`src/rtl/lac_pkg.sv`:
```
package lac_pkg;
  // number of slices one generator looks across
  localparam int unsigned LAC_GROUPS = 4;
  // number of intermediate carries produced (no carry out of the last slice)
  localparam int unsigned LAC_CARRIES = LAC_GROUPS - 1;
endpackage

```
`src/rtl/lac_pol_flip.sv`:
```
// Polarity conversion between active-low port signalling and true-sense logic.
module lac_pol_flip #(
  parameter int unsigned WIDTH = 4
) (
  input  logic [WIDTH-1:0] sig_i,
  output logic [WIDTH-1:0] sig_o
);
  assign sig_o = ~sig_i;
endmodule

```
`src/rtl/lac_sop_row.sv`:
```
// One look-ahead term: OR of each generate ANDed with every propagate above it,
// plus the full propagate product ANDed with the incoming carry.
module lac_sop_row #(
  parameter int unsigned WIDTH = 4
) (
  input  logic [WIDTH-1:0] gen_t_i,
  input  logic [WIDTH-1:0] prop_t_i,
  input  logic             cin_i,
  output logic             cout_o
);
  logic [WIDTH:0] term;

  // term[k] : generate at k survives all propagates above k
  // term[WIDTH] : incoming carry survives every propagate
  always_comb begin
    for (int k = 0; k < WIDTH; k++) begin
      term[k] = gen_t_i[k];
      for (int m = k + 1; m < WIDTH; m++) begin
        term[k] = term[k] & prop_t_i[m];
      end
    end
    term[WIDTH] = cin_i & (&prop_t_i);
  end

  assign cout_o = |term;
endmodule

```
`src/rtl/lac_gen4.sv`:
```
module lac_gen4
  import lac_pkg::*;
(
  input  logic [3:0] gen_n_i,
  input  logic [3:0] prop_n_i,
  input  logic       carry_i,
  output logic       carry_x_o,
  output logic       carry_y_o,
  output logic       carry_z_o,
  output logic       grp_gen_n_o,
  output logic       grp_prop_n_o
);
  logic [LAC_GROUPS-1:0]  gen_t;
  logic [LAC_GROUPS-1:0]  prop_t;
  logic [LAC_CARRIES-1:0] carry_t;
  logic [1:0]             grp_t;
  logic [1:0]             grp_n;

  lac_pol_flip #(.WIDTH(LAC_GROUPS)) u_gen_flip  (.sig_i(gen_n_i),  .sig_o(gen_t));
  lac_pol_flip #(.WIDTH(LAC_GROUPS)) u_prop_flip (.sig_i(prop_n_i), .sig_o(prop_t));

  // carry into slice i+1, flat two-level form per output
  for (genvar i = 0; i < LAC_CARRIES; i++) begin : g_carry
    lac_sop_row #(.WIDTH(i + 1)) u_row (
      .gen_t_i (gen_t[i:0]),
      .prop_t_i(prop_t[i:0]),
      .cin_i   (carry_i),
      .cout_o  (carry_t[i])
    );
  end

  // group generate: same form over all slices, incoming carry excluded
  lac_sop_row #(.WIDTH(LAC_GROUPS)) u_grp_gen (
    .gen_t_i (gen_t),
    .prop_t_i(prop_t),
    .cin_i   (1'b0),
    .cout_o  (grp_t[0])
  );

  assign grp_t[1] = &prop_t;

  lac_pol_flip #(.WIDTH(2)) u_grp_flip (.sig_i(grp_t), .sig_o(grp_n));

  assign carry_x_o    = carry_t[0];
  assign carry_y_o    = carry_t[1];
  assign carry_z_o    = carry_t[2];
  assign grp_gen_n_o  = grp_n[0];
  assign grp_prop_n_o = grp_n[1];
endmodule

```
`config.mk`:
```
export PLATFORM = sky130hd
export DESIGN_NAME = lac_gen4
export DESIGN_NICKNAME = d
export VERILOG_FILES = /design/src/rtl/lac_pkg.sv /design/src/rtl/lac_pol_flip.sv /design/src/rtl/lac_sop_row.sv /design/src/rtl/lac_gen4.sv
export SDC_FILE = /design/constraint.sdc
export NUM_CORES = 1
export LEC_CHECK = 0
export ABC_AREA = 1
export BUFFER_PORTS_ARGS = -buffer_cell sky130_fd_sc_hd__buf_2
export CORE_AREA = 2 2 39 41
export DETAILED_ROUTE_END_ITERATION = 6
export DIE_AREA = 0 0 41 43
export SLEW_MARGIN = 20
export SYNTH_ARGS = -nofsm -noshare
export SYNTH_HDL_FRONTEND = slang
export SYNTH_SLANG_ARGS = --single-unit
```
`constraint.sdc`:
```
create_clock -name vclk -period 0.97
set_clock_uncertainty 0.1 [all_clocks]
set_input_delay 0.291 -clock vclk [all_inputs]
set_output_delay 0.291 -clock vclk [all_outputs]
set_load 0.05 [all_outputs]
```
# Yosys cells after proc, flatten, opt, wreduce, memory -nomap -nowiden

Index checks and enable logic that the tools add are counted.

Bits in registers: 0
Memory bits (writable): 0
Word-level logic and storage cells: 19
Memories kept: 0
Output and inout bits: 5
Latch bits: 0
Memory bits (read-only): 0

Shifts and indexed selects: 0
$add $sub $neg: 0
Mux-type cells: 0
Bitwise logic cells: 12
Multipliers: 0
Div/mod/pow operators: 0
Reduce and logical (&&, ||, !) cells: 7
Eq/ne operators: 0
Magnitude comparators: 0

Operator list:

| cell                | number |
|---|---|
| bitwise AND 1 bit   | 9 |
| inverter 4 bit      | 2 |
| OR reduction 4 bit  | 2 |
| AND reduction 4 bit | 1 |
| AND reduction 3 bit | 1 |
| OR reduction 3 bit  | 1 |
| inverter 2 bit      | 1 |
| AND reduction 2 bit | 1 |
| OR reduction 2 bit  | 1 |

# Logic depth before layout (Yosys ltp)

Word-level depth: 6
Depth in mapped cells: 4

# Hierarchy

From an unflattened synthesis, not the netlist that was laid out.

Cells, all modules: 41
Area total of the unflattened synthesis: 166.4 um^2

By module, submodules not included:

| module                         | cells each | area each (um^2) | instances |
|---|---|---|---|
| lac_sop_row (u_grp_gen)        | 11         | 48.8             | 1 |
| lac_sop_row (g_carry[2].u_row) | 9          | 36.3             | 1 |
| lac_pol_flip (u_gen_flip ...)  | 4          | 15.0             | 2 |
| lac_sop_row (g_carry[1].u_row) | 4          | 17.5             | 1 |
| lac_gen4                       | 4          | 15.0             | 1 |
| lac_sop_row (g_carry[0].u_row) | 3          | 11.3             | 1 |
| lac_pol_flip (u_grp_flip)      | 2          | 7.5              | 1 |

# Worst setup path before layout

Ideal clock, no wire load.

Path type: input -> output
From: in carry_i
To: out carry_x_o
Stages on the path: 2
Data arrival time: 1396 ps
Buffers on the path: 0
Slack: -817 ps
Path through: inv_1 o21ai_0

Word-level cells in the longest chain between the ends: 2

RTL lines:

| item               | line              | text |
|---|---|---|
| start, declared    | lac_gen4.sv:6     | `input logic carry_i,` |
| bitwise AND 1 bit  | lac_sop_row.sv:22 | `term[WIDTH] = cin_i & (&prop_t_i);` |
| OR reduction 2 bit | lac_sop_row.sv:25 | `assign cout_o = \|term;` |
| end, declared      | lac_gen4.sv:7     | `output logic carry_x_o,` |

No other way between the ends.

# Worst setup path in the final report

From: in prop_n_i[3]
To: out grp_gen_n_o

Word-level cells in the longest chain between the ends: 4

RTL lines:

| item                   | line              | text |
|---|---|---|
| start, declared        | lac_gen4.sv:5     | `input logic [3:0] prop_n_i,` |
| inverter 4 bit (*)     | lac_pol_flip.sv:8 | `assign sig_o = ~sig_i;` |
| bitwise AND 1 bit      | lac_sop_row.sv:19 | `term[k] = term[k] & prop_t_i[m];` |
| OR reduction 4 bit (*) | lac_sop_row.sv:25 |  |
| inverter 2 bit (*)     | lac_pol_flip.sv:8 |  |
| end, declared          | lac_gen4.sv:10    | `output logic grp_gen_n_o,` |

Mark *: on every way between the ends. The rest lies on a longest branch, timed or not.

==> metrics.csv <==
stage,metric,value,unit
worst_setup_path,worst-setup-path-type,input port to output port,
synthesis,synth_common_cells,"7 x nand2_1, 4 x nor2_1, 2 x inv_1, 2 x nand3_1, 2 x o21ai_0",
die,io_pins,14,
pwr,power_density,556.8,nW/um2
timing,rsz0062_at_grt,yes,
global_route,antenna_found_initial,0,
synthesis,synthCells,21,
synthesis,ys_warn_count,0,
die,start_util,0.06962,
finish,area_delta_synth_final,263.6,%
detailed_routing,drt_iter0_markers,1,
placed_design,gp_congestion,0.6932,
die,rows,14,
detailed_routing,vias,191,
timing,max_freq,782.7,MHz
worst_setup_path,startpoint_type,input port,
clocking,postCtsSetupBuffers,0,
timing,hold_violations,0,
worst_setup_path,endpoint_kind,output port,
global_route,grt_pass1_vias,200,
worst_setup_path,path_delay_family,simple AND/OR/NAND/NOR gates,
global_route,grt_max_degree,4,
die,core,1384,um2
synthesis,synth_cell_types,9,
placed_design,dp_cells,54,
die,die_area,1763,um2
status,violations,negative setup slack,
clocking,cts_hold_buf,0,
synthesis,yosys.area.top_type_share,0.2727,
worst_setup_path,critical_path.max_stage_delay,200,ps
worst_hold_path,hp-start,prop_n_i[3],
synthesis,synth_area_leader_cell,nand2_1,
worst_setup_path,path_max_fanout,2,
detailed_routing,wirelength,511,um
placed_design,place_area,247.7,um2
synthesis,syn_area_per_cell,4.588,um2
timing,setup_ws,-307.7,ps
detailed_routing,route.detailed.drc,0,
detailed_routing,routed_via_density,3.537,
global_route,grt.overflow.total,0,
timing,finalSetupViolations,5,
global_route,grtUsageTotal,0.06094,
finish,seqCellArea,0,um2
timing,period_minus_slack,1278,ps
worst_setup_path,required,580,ps
detailed_routing,first_pass_iters,4,
worst_hold_path,hp-class,input port to output port,
synthesis,synth.cell_area,96.34,um2
synthesis,synth_nets,30,
die,die_width,41,um
die,dieHeight,43,um
finish,postLayoutCellArea,350.3,um2
pwr,ir_drop,0.1853,mV
finish,antenna_cells,0,
synthesis,synth_area_leaders,"nand2_1 27%, nor2_1 16%, nand3_1 10%, nand3_2 10%, o21ai_0 10%",
worst_setup_path,cpMaxStageDelayCell,or2_0,
synthesis,yosysSeqAreaShare,0,
timing,relSlewSlack,0.9009,
worst_hold_path,min_path_cells,4,
finish,drive_gt1_frac,0.7895,
global_route,grt_pass1_wl,793,um
detailed_routing,drt-wirelength-per-cell,9.463,um
pwr,p_leak,0.1537,nW
worst_setup_path,crit_buf_inv,2,
finish,stdcell_count,54,
worst_setup_path,crit_chain,buf_6 -> or2_0 -> nand2_1 -> nor2_4 -> buf_6,
worst_hold_path,whs_endpoint,grp_prop_n_o,
flow_run,max_cap_viol_count,0,
timing,finalMaxSlewViolations,0,
worst_setup_path,crit_arrival,890,ps
finish,sequential_cell_total,0,
timing,tightestPinTransition,148.7,ps
finish,finalNetCount,49,
worst_setup_path,cpMostUsedCell,buf_6,
timing,period_share,1.317,
placed_design,numPortBuffers,14,
finish,nClkBuffers,0,
detailed_routing,ant_nets,0,
status,outcome,"complete, but fails checks",
synthesis,synth_most_common_cell,nand2_1,
==> cells by family after synthesis <==
| group | share of synthesized area |
|---|---|
| AO/OA/AOI/OAI | 0.1039 |
| buffers and inverters | 0.1169 |
| AND/OR/NAND/NOR | 0.7793 |
==> per-stage QoR <==
step                total power, mW  setup slack [ps]  setup TNS [ps]  hold slack, ps  utilization
floorplan                   0.08988            -237.0          -851.1           613.3            -
global placement             0.1436            -380.3           -1748           863.2       0.1790
detailed placement           0.1451            -393.8           -1775           864.0       0.1790
CTS                          0.1884            -309.5           -1282           812.3       0.2423
global route                 0.2062            -328.4           -1441           836.3       0.2532
finish                       0.1951            -307.7           -1285           819.8       0.2532
==> worst max-delay path by stage <==
stage	start	to	slack [ps]	cells after the start
detailed placement	gen_n_i[0]	carry_z_o	-390	5
finish	prop_n_i[3]	grp_gen_n_o	-310	5
floorplan	prop_n_i[0]	carry_y_o	-240	3
CTS	prop_n_i[3]	grp_gen_n_o	-310	5
global route	gen_n_i[0]	grp_gen_n_o	-330	6
global placement	gen_n_i[0]	carry_z_o	-380	5
==> repair_timing <==
action,in CTS,in global routing
setup endpoints to repair,5,5
pin swaps,9,1
resized for setup,23,4
==> cells in the final DEF (no fill, tap or decap), types with 2 or more instances in the layout <==
cell and n:
buf_8 3, inv_2 2, nand2_1 5, nor2_4 3
buf_6 9, o21ai_2 2, nand3_2 2, buf_2 4
==> per-layer routing <==
| layer | global-route usage | wire length [um] | vias up |
|---|---|---|---|
| met1 | 0.09177 | 222 | 79 |
| met3 | 0 | 49 | 0 |
| li1 | - | - | 102 |
| met2 | 0.1000 | 240 | 10 |
| met5 | 0 | 0 | - |
| met4 | 0 | 0 | 0 |
==> power breakdown <==
group,internal (mW),switching (mW),leakage [nW]
Combinational,0.0876,0.107,0.154
Sequential,0,0,0
Clock,0,0,0
==> final cells by class <==
cell class / instances / area [um2]
fillers: 149 / 1033
inverters: 3 / 13.76
multi-input cells: 18 / 142.6
repair buffers: 17 / 173.9
well taps: 16 / 20.02
No activity file was read; power rests on OpenSTA's default activity.
